### config.mk
export PLATFORM = sky130hd
export DESIGN_NAME = scl_rate_gen
export DESIGN_NICKNAME = d
export VERILOG_FILES = /design/src/rtl/scl_rate_pkg.sv /design/src/rtl/scl_rate_regs.sv /design/src/rtl/scl_rate_prescale.sv /design/src/rtl/scl_rate_filter.sv /design/src/rtl/scl_rate_phase.sv /design/src/rtl/scl_rate_gen.sv
export SDC_FILE = /design/constraint.sdc
export NUM_CORES = 1
export LEC_CHECK = 0
export BUFFER_PORTS_ARGS = -buffer_cell sky130_fd_sc_hd__buf_2
export CORE_ASPECT_RATIO = 0.9
export CORE_MARGIN = 5
export CORE_UTILIZATION = 65
export CTS_BUF_LIST = sky130_fd_sc_hd__clkbuf_8
export DETAILED_ROUTE_END_ITERATION = 10
export PLACE_DENSITY_LB_ADDON = 0.05
export REMOVE_ABC_BUFFERS = 1
export SLEW_MARGIN = 20
export SYNTH_ARGS = -nofsm -noshare
export SYNTH_HDL_FRONTEND = slang
export SYNTH_HIERARCHICAL = 1
export SYNTH_SLANG_ARGS = --single-unit
### constraint.sdc
create_clock -name clk -period 4.5 [get_ports clk]
set_clock_uncertainty 0.2 [all_clocks]
set_input_delay 0.9 -clock clk [delete_from_list [all_inputs] [get_ports clk]]
set_output_delay 0.9 -clock clk [all_outputs]
set_load 0.01 [all_outputs]
### src/rtl/scl_rate_pkg.sv
package scl_rate_pkg;

    localparam int REG_W    = 8;
    localparam int CNT_W    = 5;
    localparam int PRE_W    = 3;
    localparam int PRE_MAX  = 6;
    localparam int OVH_BYP  = 3;
    localparam int OVH_DIV  = 2;
    localparam int LEN_W    = CNT_W + 1;
    localparam int DIV_W    = (1 << PRE_W) - 1;

    localparam logic [1:0] ADDR_MODE = 2'd0;
    localparam logic [1:0] ADDR_LOW  = 2'd1;
    localparam logic [1:0] ADDR_HIGH = 2'd2;
    localparam int WP_BIT  = 3;
    localparam int SEL_LSB = 4;

    typedef logic [LEN_W-1:0] len_t;
    typedef logic [DIV_W-1:0] div_t;
    typedef logic [PRE_W-1:0] sel_t;
    typedef logic [CNT_W-1:0] cnt_t;

    typedef enum logic [1:0] {
        PH_IDLE  = 2'd0,
        PH_LOW   = 2'd1,
        PH_HWAIT = 2'd2,
        PH_HCNT  = 2'd3
    } phase_e;

    typedef struct packed {
        sel_t sel;
        cnt_t lo;
        cnt_t hi;
    } timing_cfg_t;

    function automatic sel_t clamp_sel(input sel_t s);
        return (s > sel_t'(PRE_MAX)) ? sel_t'(PRE_MAX) : s;
    endfunction

    function automatic div_t div_m1(input sel_t s);
        return (div_t'(1) << s) - div_t'(1);
    endfunction

    function automatic len_t phase_len(input cnt_t n, input sel_t s);
        cnt_t eff;
        eff = (n == '0) ? cnt_t'(1) : n;
        return len_t'(eff) + ((s == '0) ? len_t'(OVH_BYP + 1) : len_t'(OVH_DIV + 1));
    endfunction

endpackage

### src/rtl/scl_rate_regs.sv
module scl_rate_regs
    import scl_rate_pkg::*;
(
    input  logic             clk,
    input  logic             rst,
    input  logic             we,
    input  logic [1:0]       addr,
    input  logic [REG_W-1:0] wdata,
    output logic [REG_W-1:0] rdata,
    output timing_cfg_t      cfg,
    output sel_t             raw_sel
);

    sel_t sel_q;
    cnt_t lo_q;
    cnt_t hi_q;

    always_ff @(posedge clk) begin
        if (rst) begin
            sel_q <= '0;
            lo_q  <= '1;
            hi_q  <= '1;
        end else if (we) begin
            case (addr)
                ADDR_MODE: if (wdata[WP_BIT]) sel_q <= wdata[SEL_LSB +: PRE_W];
                ADDR_LOW:  lo_q <= wdata[CNT_W-1:0];
                ADDR_HIGH: hi_q <= wdata[CNT_W-1:0];
                default: ;
            endcase
        end
    end

    always_comb begin
        rdata = '0;
        case (addr)
            ADDR_MODE: rdata[SEL_LSB +: PRE_W] = sel_q;
            ADDR_LOW:  rdata = {{(REG_W-CNT_W){1'b1}}, lo_q};
            ADDR_HIGH: rdata = {{(REG_W-CNT_W){1'b1}}, hi_q};
            default:   rdata = '0;
        endcase
    end

    assign cfg.sel = clamp_sel(sel_q);
    assign cfg.lo  = lo_q;
    assign cfg.hi  = hi_q;
    assign raw_sel = sel_q;

endmodule

### src/rtl/scl_rate_prescale.sv
module scl_rate_prescale
    import scl_rate_pkg::*;
(
    input  logic clk,
    input  logic rst,
    input  logic active,
    input  sel_t sel,
    output logic ref_tick
);

    div_t pre_q;
    div_t limit;

    assign limit    = div_m1(sel);
    assign ref_tick = active && (pre_q >= limit);

    always_ff @(posedge clk) begin
        if (rst || !active) begin
            pre_q <= '0;
        end else if (ref_tick) begin
            pre_q <= '0;
        end else begin
            pre_q <= pre_q + div_t'(1);
        end
    end

endmodule

### src/rtl/scl_rate_filter.sv
module scl_rate_filter #(
    parameter int STAGES = 2
) (
    input  logic clk,
    input  logic rst,
    input  logic ref_tick,
    input  logic line_in,
    output logic line_filt
);

    logic [STAGES-1:0] sync_q;
    logic              hist_q;
    logic              filt_q;

    generate
        for (genvar g = 0; g < STAGES; g++) begin : g_sync
            always_ff @(posedge clk) begin
                if (rst) begin
                    sync_q[g] <= 1'b1;
                end else if (g == 0) begin
                    sync_q[g] <= line_in;
                end else begin
                    sync_q[g] <= sync_q[(g == 0) ? 0 : g-1];
                end
            end
        end
    endgenerate

    always_ff @(posedge clk) begin
        if (rst) begin
            hist_q <= 1'b1;
            filt_q <= 1'b1;
        end else if (ref_tick) begin
            hist_q <= sync_q[STAGES-1];
            if (sync_q[STAGES-1] == hist_q) filt_q <= sync_q[STAGES-1];
        end
    end

    assign line_filt = filt_q;

endmodule

### src/rtl/scl_rate_phase.sv
module scl_rate_phase
    import scl_rate_pkg::*;
(
    input  logic   clk,
    input  logic   rst,
    input  logic   active,
    input  logic   ref_tick,
    input  logic   line_filt,
    input  len_t   low_len,
    input  len_t   high_len,
    output logic   drive_low,
    output logic   mid_tick,
    output phase_e state
);

    phase_e st_q;
    len_t   cnt_q;
    len_t   half_q;
    logic   mid_q;

    always_ff @(posedge clk) begin
        if (rst || !active) begin
            st_q   <= PH_IDLE;
            cnt_q  <= '0;
            half_q <= '0;
            mid_q  <= 1'b0;
        end else begin
            mid_q <= 1'b0;
            if (ref_tick) begin
                case (st_q)
                    PH_IDLE: begin
                        st_q  <= PH_LOW;
                        cnt_q <= low_len - len_t'(1);
                    end
                    PH_LOW: begin
                        if (cnt_q == '0) st_q <= PH_HWAIT;
                        else             cnt_q <= cnt_q - len_t'(1);
                    end
                    PH_HWAIT: begin
                        if (line_filt) begin
                            st_q   <= PH_HCNT;
                            cnt_q  <= high_len - len_t'(1);
                            half_q <= high_len >> 1;
                        end
                    end
                    PH_HCNT: begin
                        if (cnt_q == half_q) mid_q <= 1'b1;
                        if (cnt_q == '0) begin
                            st_q  <= PH_LOW;
                            cnt_q <= low_len - len_t'(1);
                        end else begin
                            cnt_q <= cnt_q - len_t'(1);
                        end
                    end
                    default: st_q <= PH_IDLE;
                endcase
            end
        end
    end

    assign drive_low = (st_q == PH_LOW);
    assign mid_tick  = mid_q;
    assign state     = st_q;

endmodule

### src/rtl/scl_rate_gen.sv
module scl_rate_gen
    import scl_rate_pkg::*;
(
    input  logic       clk,
    input  logic       rst,
    input  logic       reg_we,
    input  logic [1:0] reg_addr,
    input  logic [7:0] reg_wdata,
    output logic [7:0] reg_rdata,
    input  logic       ctrl_en,
    input  logic       ctrl_rst_hold,
    input  logic       run,
    input  logic       scl_in,
    output logic       scl_drive_low,
    output logic       bit_mid_tick
);

    timing_cfg_t cfg;
    sel_t        raw_sel;
    logic        active;
    logic        ref_tick;
    logic        scl_filt;
    len_t        low_len;
    len_t        high_len;
    phase_e      phase_st;

    assign active   = ctrl_en && !ctrl_rst_hold && run;
    assign low_len  = phase_len(cfg.lo, cfg.sel);
    assign high_len = phase_len(cfg.hi, cfg.sel);

    scl_rate_regs u_regs (
        .clk     (clk),
        .rst     (rst),
        .we      (reg_we),
        .addr    (reg_addr),
        .wdata   (reg_wdata),
        .rdata   (reg_rdata),
        .cfg     (cfg),
        .raw_sel (raw_sel)
    );

    scl_rate_prescale u_pre (
        .clk      (clk),
        .rst      (rst),
        .active   (active),
        .sel      (cfg.sel),
        .ref_tick (ref_tick)
    );

    scl_rate_filter #(.STAGES(2)) u_filt (
        .clk       (clk),
        .rst       (rst),
        .ref_tick  (ref_tick),
        .line_in   (scl_in),
        .line_filt (scl_filt)
    );

    scl_rate_phase u_phase (
        .clk       (clk),
        .rst       (rst),
        .active    (active),
        .ref_tick  (ref_tick),
        .line_filt (scl_filt),
        .low_len   (low_len),
        .high_len  (high_len),
        .drive_low (scl_drive_low),
        .mid_tick  (bit_mid_tick),
        .state     (phase_st)
    );

endmodule

Word-level counts from Yosys, hierarchy flattened
Index checks and enable logic that the tools add are counted.

Logic and storage cells: 73. Input bits: 17. Register bits: 38. Output and inout port bits: 10.

Add/subtract/negate cells: 7. Shifts and indexed selects: 1. Equal/unequal tests: 11. Multiplexer cells: 16. Bitwise gates (word level): 2. Reduce and logical (&&, ||, !) cells: 22. Order comparisons: 2.

Operator list (count): $pmux W6 S4 (1); $mux W6 (3); $sub A6 B1 Y6 const B (3); $logic_not A5 Y1 (2); $mux W5 (2); $pmux W3 S3 (1); $reduce_and A3 Y1 (3); $pmux W2 S4 (1); $pmux W4 S2 (1); $add A7 B1 Y7 const B (1); $ge A7 B7 Y1 (1); $shl A1 B3 Y7 const A (1); $sub A7 B1 Y7 const B (1); $add A5 B3 Y6 (1); $add A5 B6 Y6 (1); $eq A2 B2 Y1 const B (3); $eq A6 B5 Y1 (1); $logic_not A6 Y1 (1); $mux W2 (3); $mux W3 (2); $reduce_and A2 Y1 (3); $eq A2 B1 Y1 const B (2); $logic_not A2 Y1 (2); $ne A2 B1 Y1 const B (2); 12 further kinds (19).

Logic depth before layout (Yosys ltp)
Gate-level depths: netlist of the first run.

Depth in word-level cells: 8. Mapped depth: 13. Depth with buffers taken out: 13.

Cells and area by module
The synthesis of the first run kept the hierarchy.

Modules (own cells, without submodules): scl_rate_phase (area each 1053.5 um2, seq. area each 280.3 um2, cells an instance 122, times used 1); scl_rate_regs (area each 686.9 um2, seq. area each 260.2 um2, cells an instance 73, times used 1); scl_rate_prescale (area each 480.5 um2, seq. area each 140.1 um2, cells an instance 52, times used 1); scl_rate_gen (area each 312.8 um2, seq. area each 0.0 um2, cells an instance 41, times used 1); scl_rate_filter (area each 131.4 um2, seq. area each 80.1 um2, cells an instance 12, times used 1).

Least setup slack after synthesis of the first run
Ideal clock, no wire load.

Path kind: reg-to-reg. Start point: reg u_regs.sel_q[1] (netlist: u_regs/raw_sel[1]). End point: reg u_phase.cnt_q[5]. Setup time: 79 ps. Buffers on the path: 1. Stages on the path, launching flop included: 12. Clock period less this slack: 3110 ps. Required time: 4221 ps. Arrival: 2831 ps. Slack: 1390 ps. Cell sequence: dfxtp_1 clkbuf_1 or3_1 ha_1 nand2b_1 a2111oi_2 or3_1 a21oi_1 o21ai_0 a31oi_1 nor2_1 a211oi_2.

RTL lines: start: declaration (line scl_rate_regs.sv:14) `sel_t sel_q;`; start signal: assignment (line scl_rate_regs.sv:25) `ADDR_MODE: if (wdata[WP_BIT]) sel_q <= wdata[SEL_LSB +: PRE_W];`; end signal: assignment (line scl_rate_phase.sv:33) `cnt_q <= low_len - len_t'(1);`; end signal: assignment (line scl_rate_phase.sv:37) `else cnt_q <= cnt_q - len_t'(1);`; end signal: assignment (line scl_rate_phase.sv:42) `cnt_q <= high_len - len_t'(1);`; end: declaration (line scl_rate_phase.sv:17) `len_t cnt_q;`.

==> metrics.txt, run 1 <==
combinational power share=19.5%; Starting Density=66.3%; Setup crit end kind=flip-flop; multi-input logic area=1740 µm²; Netlist cell types=49; CTS Sinks=38; DR vias/cell=5.70; Post-synth EDFFs=0; register area=761 µm²; Syn Inst Count=300; wire length on met3=158 µm; run status=complete, no violations; Setup crit start kind=flip-flop; setup TNS=0 ns; first-pass GRT wire length=9050 µm; CP max stage delay=0.54 ns; Syn. warnings=6; peak supply drop=167 µV; gp weighted congestion=0.784; Setup Buffers After CTS=0; most used cell, CP=or3_1; pwr dens=260 nW/µm²; gr usage total=19.7%; Clock Power Share=33.1%; worst skew pair latency=0.29 ns; Die Wd=77.5 µm; nets=364; crit path max fanout=11; fmax=258 MHz; Max Used Layer=met4; Synth area leader=dfxtp_1; max cap viols=0; final wirelength=5180 µm; clk root buf=clkbuf_8; max-slew violations=0; Final setup viols=0; synthesized area=2670 µm²; Pint=0.000532 W; most common cell after layout, fill and taps aside=dfxtp_1; core region area=4020 µm²; ant diodes=0; WL met1=2520 µm; cts repair resizes=0; kind of critical path=reg -> reg; Final HPWL DP=4000 µm; Hold WC Path Type=reg -> reg; period utilization=86.2%; number of nets with antenna violations after routing=0; Worst slew margin=58.8%; Final Power=0.000744 W; initial antenna violation count=0; Tmin final=3.88 ns; sequential share of power=47.4%; RSZ-0062 raised after global routing=false; Synth top area share=28.5%; Fin Hold WS=0.227 ns; metal2 WL=2460 µm; First-pass DRT Iterations=4; first-iteration detailed-routing DRC count=59; crit path max-delay cell type=a31oi_1; pin count of the biggest net entering global routing=23; #FFs+latches synth=38; main area contributors after synthesis=dfxtp_1 29%, ha_1 13%, xnor2_1 5.9%; layout cell share with drive strength beyond 1=15.7%; Sw Pwr=0.000211 W; register area share after synthesis=28.5%; deepest clock path buffer count=2; CP Data Arrival Time=3.89 ns; CTS Buf Count=5; vias in the first global route=2,087; Reg clk slew, reported paths=0.08 ns; Avg Synthesized Cell Area=8.88 µm²; cells along the critical path=a21boi_0 -> or3_1 -> ha_1 -> nand2b_1 -> a2111oi_2 -> or3_1 -> a21oi_1 -> o21ai_0 -> a31oi_1 -> nor2_1 -> a211oi_2; Vias=2,091; I/O pin count=27; Die ar.=5480 µm²; Synth Flop Type=dfxtp_1; Layout area overhead=7.46%; Worst EP required=4.51 ns; FILL cells=333; slew of the pin with the lowest slew margin=0.616 ns; grt total ovfl=0; I/O Buffers=25; Fin. Hold Viols=0; CTS Hold Bufs=0; WL per Instance=14.1 µm; die span in y=70.7 µm; Leak=1.31 nW; H-tree depth=2; DRC=0; CTS tree=yes; row cnt=22; most frequent cells in the layout=38 x dfxtp_1, 32 x nor2_1, 27 x ha_1; sw frac=28.4%; Async SR Flop Fraction=0%
## through the flow
step,worst slack [ns],instance area [µm²],instances,util [%]
finish,0.619,2860,367,71.3
CTS,0.635,2860,367,71.3
global placement,0.799,2770,359,68.9
detailed placement,0.697,2770,359,68.9
global route,0.181,2860,367,71.3
floorplan,1.26,2580,286,-
## power by group through the flow
stage	Clock, W	Combinational (W)	Sequential (W)
final	0.000246	0.000145	0.000352
after global routing	0.000267	0.000164	0.000353
after CTS	0.000254	0.000147	0.000352
after detailed placement	0	0.000145	0.000360
after global placement	0	0.000142	0.000360
after floorplan	0	0.000108	0.000357
## final cells by class
class	count	share of cell area, %
multi-input cells	226	60.8
flip-flops and latches	38	26.6
repair buffers	25	4.37
clock buffers	6	2.88
inverters	22	2.88
well taps	48	2.10
clock inverters	2	0.437
## metal layers
layer  global-route usage [%]  vias up
met2                     34.6       28
met5                        0        -
li1                         -     1090
met4                     4.01        0
met3                     4.20        5
met1                     24.9      968
## logic make-up (layout without fill, tap and decap cells)
| logic type | count (synthesis) | count (layout) | synth area share (%) |
|---|---|---|---|
| mux | 8 | 8 | 3.00 |
| compound gates | 65 | 65 | 19.8 |
| buf+inv | 36 | 55 | 6.15 |
| fa+ha+maj | 29 | 29 | 14.2 |
| xor+xnor | 28 | 28 | 9.20 |
| simple gates | 96 | 96 | 19.2 |
| flops | 38 | 38 | 28.5 |
## sequential cells by signal (all words and copies together) (netlist names)
signal / count
u_filt/hist_q: 1
u_filt/line_filt: 1
u_filt/sync_q: 2
u_phase/cnt_q: 6
u_phase/half_q: 5
u_phase/mid_tick: 1
u_phase/state: 2
u_pre/pre_q: 7
u_regs/hi_q: 5
u_regs/lo_q: 5
u_regs/raw_sel: 3
## path summary, 6_finish.rpt
| path | start | endpoint | slack (ns) | depth (start not counted) |
|---|---|---|---|---|
| max | u_regs/raw_sel[2] | u_phase/cnt_q[5] | 0.62 | 11 |
| min reg2reg | u_filt/sync_q[0] | u_filt/sync_q[1] | 0.23 | 1 |
| max reg2reg | u_regs/raw_sel[2] | u_phase/cnt_q[5] | 0.62 | 11 |
| min | u_filt/sync_q[0] | u_filt/sync_q[1] | 0.23 | 1 |
## worst max-delay path: cells and delay by family, from the launching register on
kind,cells,cell delay [ns]
adder cells (fa/ha/maj),1,0.27
AO/OA/AOI/OAI,6,1.82
AND/OR/NAND/NOR,4,0.98
flip-flops,1,0.53
## synthesized netlist by cell type (4+ instances only)
cell type / instances
nor2b_1: 6
xor2_1: 10
xnor2_1: 18
nand3_1: 7
mux2i_1: 8
dfxtp_1: 38
and3_1: 13
a21o_1: 4
a22oi_1: 4
a21oi_1: 12
or3_1: 5
nor2_1: 32
nand2b_1: 9
a211oi_1: 8
nor3_1: 4
clkbuf_1: 6
buf_2: 4
a211o_1: 11
ha_1: 27
inv_1: 22
nand2_1: 7
o22ai_1: 5
Power figures use the tool's default switching activity.
==> run 2: changes to the inputs <==
--- a/config.mk
+++ b/config.mk
@@ -5,8 +5,8 @@
 export SDC_FILE = /design/constraint.sdc
 export NUM_CORES = 1
 export LEC_CHECK = 0
+export ABC_AREA = 1
 export BUFFER_PORTS_ARGS = -buffer_cell sky130_fd_sc_hd__buf_2
-export CORE_ASPECT_RATIO = 0.9
 export CORE_MARGIN = 5
 export CORE_UTILIZATION = 65
 export CTS_BUF_LIST = sky130_fd_sc_hd__clkbuf_8
==> metrics.txt, run 2 <==
Worst EP required=4.48 ns; Starting Density=65.6%; Layout Cells excl Fill=506; pwr dens=266 nW/µm²; Synth Flop Type=dfxtp_1; Synth area leader=dfxtp_1; core region area=4290 µm²; crit path max-delay cell type=fa_1; Async SR Flop Fraction=0%; Netlist cell types=35; crit path max fanout=10; I/O Buffers=25; Hold WC Path Type=reg -> reg; Largest regs=u_pre/pre_q (7), u_phase/cnt_q (6); CP bufs+invs=4; Post-synth EDFFs=0; clk root buf=clkbuf_8; Die ar.=5750 µm²; Cells after DPL=498; register area share after synthesis=27.0%; cells along the critical path=a21oi_1 -> nor3_1 -> buf_4 -> inv_1 -> ha_1 -> inv_1 -> fa_1 -> inv_1 -> nand3_1 -> nand3_1 -> nand2_1 -> nor2_1 -> nand3_1 -> nand2_1 -> nand2_1 -> a21oi_1 -> a21oi_1; run status=complete, no violations; nets=499; number of nets with antenna violations after routing=0; DRC=0; max cap viols=0; final wirelength=5630 µm; Commonest cells post-synth=124 x nand2_1, 63 x inv_1, 38 x dfxtp_1; period utilization=68.8%; Vias=2,611; Clock Power Share=33.8%; max-slew violations=0; layout cell share with drive strength beyond 1=11.7%; #FFs+latches synth=38; Layout area overhead=9.50%; Setup Buffers After CTS=0; DR vias/cell=5.16; First-pass DRT Iterations=4; sequential share of power=43.0%; kind of critical path=reg -> reg; worst skew pair latency=0.29 ns; initial antenna violation count=0; WL per Instance=11.1 µm; Syn Inst Count=429; CTS Hold Bufs=0; Setup crit end kind=flip-flop; peak supply drop=176 µV; fmax=323 MHz; cts repair resizes=0; vias in the first global route=2,321; pin count of the biggest net entering global routing=15; Sw Pwr=0.000243 W; Synth top area share=27.0%; Die Wd=75.9 µm; synthesized area=2820 µm²; main area contributors after synthesis=dfxtp_1 27%, nand2_1 17%, ha_1 12%; CP max stage delay=0.42 ns; first-pass GRT wire length=9660 µm; CTS Sinks=38; gr usage total=21.7%; CTS tree=yes; Pint=0.000578 W; top-count cell post-synth=nand2_1; most frequent cells in the layout=124 x nand2_1, 65 x inv_1, 38 x dfxtp_1; row cnt=24; ant diodes=0; max reg flops=7; CP Data Arrival Time=3.08 ns; slew of the pin with the lowest slew margin=0.773 ns; Final setup viols=0; R2R setup slack=1.40 ns; H-tree depth=2; largest register by flop count=u_pre/pre_q; Setup crit start kind=flip-flop; Leak=1.64 nW; combinational power share=23.2%; setup TNS=0 ns; Worst slew margin=48.3%; Fin. Hold Viols=0; most common cell after layout, fill and taps aside=nand2_1; die span in y=75.9 µm; CP top delay family=simple AND/OR/NAND/NOR gates; deepest clock path buffer count=2; Tmin final=3.10 ns; Final HPWL DP=4480 µm; FILL cells=394; grt total ovfl=0; RSZ-0062 raised after global routing=false; first-iteration detailed-routing DRC count=85; Avg Synthesized Cell Area=6.57 µm²; CTS Buf Count=5; I/O pin count=27; Syn. warnings=6; sw frac=29.6%; Reg clk slew, reported paths=0.07 ns; gp weighted congestion=0.880
run 2: cell count changes after synthesis, moves of 7 or more:
cell	before	now
a211oi_1	8	0
nand2b_1	9	0
mux2i_1	8	0
a211o_1	11	0
nand3_1	7	36
o21ai_0	2	9
a21oi_1	12	30
xnor2_1	18	5
inv_1	22	63
and3_1	13	0
nand2_1	7	124
run 2: through the flow:
step / setup WS [ns] / cell area [µm²] / hold slack [ns] / total power (W) / util, %
CTS: 1.37 / 3090 / 0.221 / 0.000831 / 71.9
floorplan: 1.54 / 2780 / 0.185 / 0.000504 / -
global placement: 1.46 / 2980 / 0.190 / 0.000546 / 69.4
global route: 0.978 / 3090 / 0.251 / 0.000876 / 71.9
finish: 1.40 / 3090 / 0.217 / 0.000822 / 71.9
detailed placement: 1.39 / 2980 / 0.203 / 0.000551 / 69.4
run 2: power by group through the flow:
stage	clock network, W	registers [W]	logic, W
floorplan	0	0.000358	0.000146
global placement	0	0.000361	0.000185
detailed placement	0	0.000361	0.000190
CTS	0.000286	0.000353	0.000192
global route	0.000302	0.000354	0.000220
finish	0.000278	0.000353	0.000191
run 2: routing by layer:
metal	track usage, %	part of all wire [%]
met1	27.3	47
met2	36.3	49
met3	5.01	2.8
met4	7.18	1.2
met5	0	0
run 2: area by class of cell:
| cell class | count | area (µm²) | share of cell area, % |
|---|---|---|---|
| well taps | 52 | 65.1 | 2.11 |
| inverters | 69 | 264 | 8.55 |
| clock buffers | 5 | 68.8 | 2.23 |
| clock inverters | 3 | 37.5 | 1.22 |
| multi-input cells | 313 | 1760 | 57.0 |
| flip-flops and latches | 38 | 761 | 24.6 |
| repair buffers | 26 | 133 | 4.30 |
run 2: path summary, 6_finish.rpt:
check                    start                to  cells past startpoint
max          u_regs/raw_sel[2]  u_phase/cnt_q[5]                     17
min           u_filt/sync_q[0]  u_filt/sync_q[1]                      1
max reg2reg  u_regs/raw_sel[2]  u_phase/cnt_q[5]                     17
min reg2reg   u_filt/sync_q[0]  u_filt/sync_q[1]                      1
run 2: cells by family (layout without fill, tap and decap cells):
kind of cell,after synthesis,count (layout),synth area share [%]
AO/OA/AOI/OAI,55,55,11.2
XOR/XNOR,13,13,4.04
adder cells (fa/ha/maj),29,29,13.4
buffers and inverters,78,103,10.7
flip-flops,38,38,27.0
AND/OR/NAND/NOR,216,216,33.7
==> run 3: changes to the inputs <==
--- a/config.mk
+++ b/config.mk
@@ -8,7 +8,7 @@
 export ABC_AREA = 1
 export BUFFER_PORTS_ARGS = -buffer_cell sky130_fd_sc_hd__buf_2
 export CORE_MARGIN = 5
-export CORE_UTILIZATION = 65
+export CORE_UTILIZATION = 56
 export CTS_BUF_LIST = sky130_fd_sc_hd__clkbuf_8
 export DETAILED_ROUTE_END_ITERATION = 10
 export PLACE_DENSITY_LB_ADDON = 0.05
==> constraint.sdc (replaced) <==
create_clock -name clk -period 2.57 [get_ports clk]
set_clock_uncertainty 0.2 [all_clocks]
set_input_delay 0.514 -clock clk [delete_from_list [all_inputs] [get_ports clk]]
set_output_delay 0.514 -clock clk [all_outputs]
set_load 0.01 [all_outputs]
==> metrics.txt, run 3 (synthesized netlist as in run 2, its figures left out) <==
Reg clk slew, reported paths=0.07 ns; run status=complete, no violations; Starting Density=58.5%; nets=530; path depth of the worst reg2reg path=15; I/O Buffers=25; Worst slew margin=77.7%; Die ar.=6550 µm²; slew of the pin with the lowest slew margin=0.334 ns; number of nets with antenna violations after routing=0; Vias=2,767; Hold WC Path Type=in -> reg; ant diodes=0; largest register by flop count=u_pre/pre_q; gr usage total=20.5%; Largest regs=u_pre/pre_q (7), u_phase/cnt_q (6); Tmin final=2.53 ns; Leak=1.79 nW; First-pass DRT Iterations=4; WL per Instance=11.8 µm; max reg flops=7; CTS Sinks=38; final wirelength=6510 µm; Worst EP required=2.55 ns; Die Wd=81.0 µm; core region area=4820 µm²; Max Used Layer=met4; max-slew violations=0; Core Util, Final=74.3%; layout cell share with drive strength beyond 1=29.7%; wire length on met3=228 µm; CTS Buf Count=5; fmax=396 MHz; CP Data Arrival Time=2.50 ns; DRC=0; most frequent cells in the layout=117 x nand2_1, 56 x inv_1, 34 x dfxtp_1; crit path max fanout=7; Layout area overhead=26.9%; row cnt=25; DR vias/cell=5.01; worst skew pair latency=0.29 ns; period utilization=98.3%; gp weighted congestion=0.878; peak supply drop=256 µV; H-tree depth=2; Final setup viols=0; Final Power=0.00154 W; WHS Path Cells=2; clk root buf=clkbuf_8; RSZ-0062 raised after global routing=true; pin count of the biggest net entering global routing=15; metal2 WL=3260 µm; die span in y=81.0 µm; first-iteration detailed-routing DRC count=154; kind of critical path=reg -> reg; grt total ovfl=0; Setup crit start kind=flip-flop; fin area=3580 µm²; vias in the first global route=2,550; Fin Hold WS=0.204 ns; Fin. Hold Viols=0; I/O pin count=27; Final HPWL DP=4780 µm; Setup crit end kind=flip-flop; initial antenna violation count=0; CTS tree=yes; max cap viols=0; pwr dens=430 nW/µm²; most common cell after layout, fill and taps aside=nand2_1; placed cell area=3180 µm²; deepest clock path buffer count=2; first-pass GRT wire length=10,700 µm; WL met1=2950 µm
run 3: path summary, 6_finish.rpt:
| path | endpoint | startpoint | slack (ns) |
|---|---|---|---|
| min | u_filt/sync_q[0] | scl_in | 0.20 |
| max | u_phase/cnt_q[3] | u_regs/raw_sel[1] | 0.04 |
| min reg2reg | u_filt/sync_q[1] | u_filt/sync_q[0] | 0.21 |
| max reg2reg | u_phase/cnt_q[3] | u_regs/raw_sel[1] | 0.04 |
run 3: through the flow:
step | std cells | worst slack (ns) | TNS (ns)
floorplan | 420 | -0.386 | -2.01
global placement | 537 | -0.0315 | -0.0537
detailed placement | 537 | -0.114 | -0.306
CTS | 545 | 0.000192 | 0
global route | 552 | -0.116 | -0.830
finish | 552 | 0.0430 | 0
run 3: layout make-up:
cell class / instances / area [µm²]
fill: 415 / 1240
multi-input combinational: 313 / 2000
clock inverter: 2 / 8.76
inverter: 69 / 264
tap: 67 / 83.8
sequential: 38 / 771
clock buffer: 6 / 82.6
timing repair buffer: 57 / 369
run 3: power breakdown:
group | leakage (nW) | internal (W) | switching [W]
logic | 1.43 | 0.000229 | 0.000279
clock network | 0.0524 | 0.000212 | 0.000206
registers | 0.310 | 0.000601 | 0.0000120
total | 1.79 | 0.00104 | 0.000497
run 3: worst max-delay path, stage by stage (launching register included):
cell and delay (ns):
dfxtp_4 0.37, a21oi_4 0.19, buf_6 0.14, o21ai_2 0.05
ha_1 0.33, nand2_1 0.09, nand2_2 0.07, a21oi_4 0.15
a31oi_1 0.10, buf_4 0.16, nand2_2 0.06, inv_2 0.04
o21ai_4 0.13, inv_4 0.10, o21ai_2 0.17, a21oi_2 0.04
run 3: per-layer routing:
metal,GRT usage (%),vias up
li1,-,1466
met2,36.0,56
met4,5.91,0
met3,4.32,8
met5,0,-
met1,25.2,1237
run 3: timing repair:
action	4_1_cts	5_1_grt
hold endpoints to repair	0	0
endpoints found under the setup margin	7	14
hold buffers	0	0
pin swaps	0	28
resized for setup	6	65
setup buffers	0	7
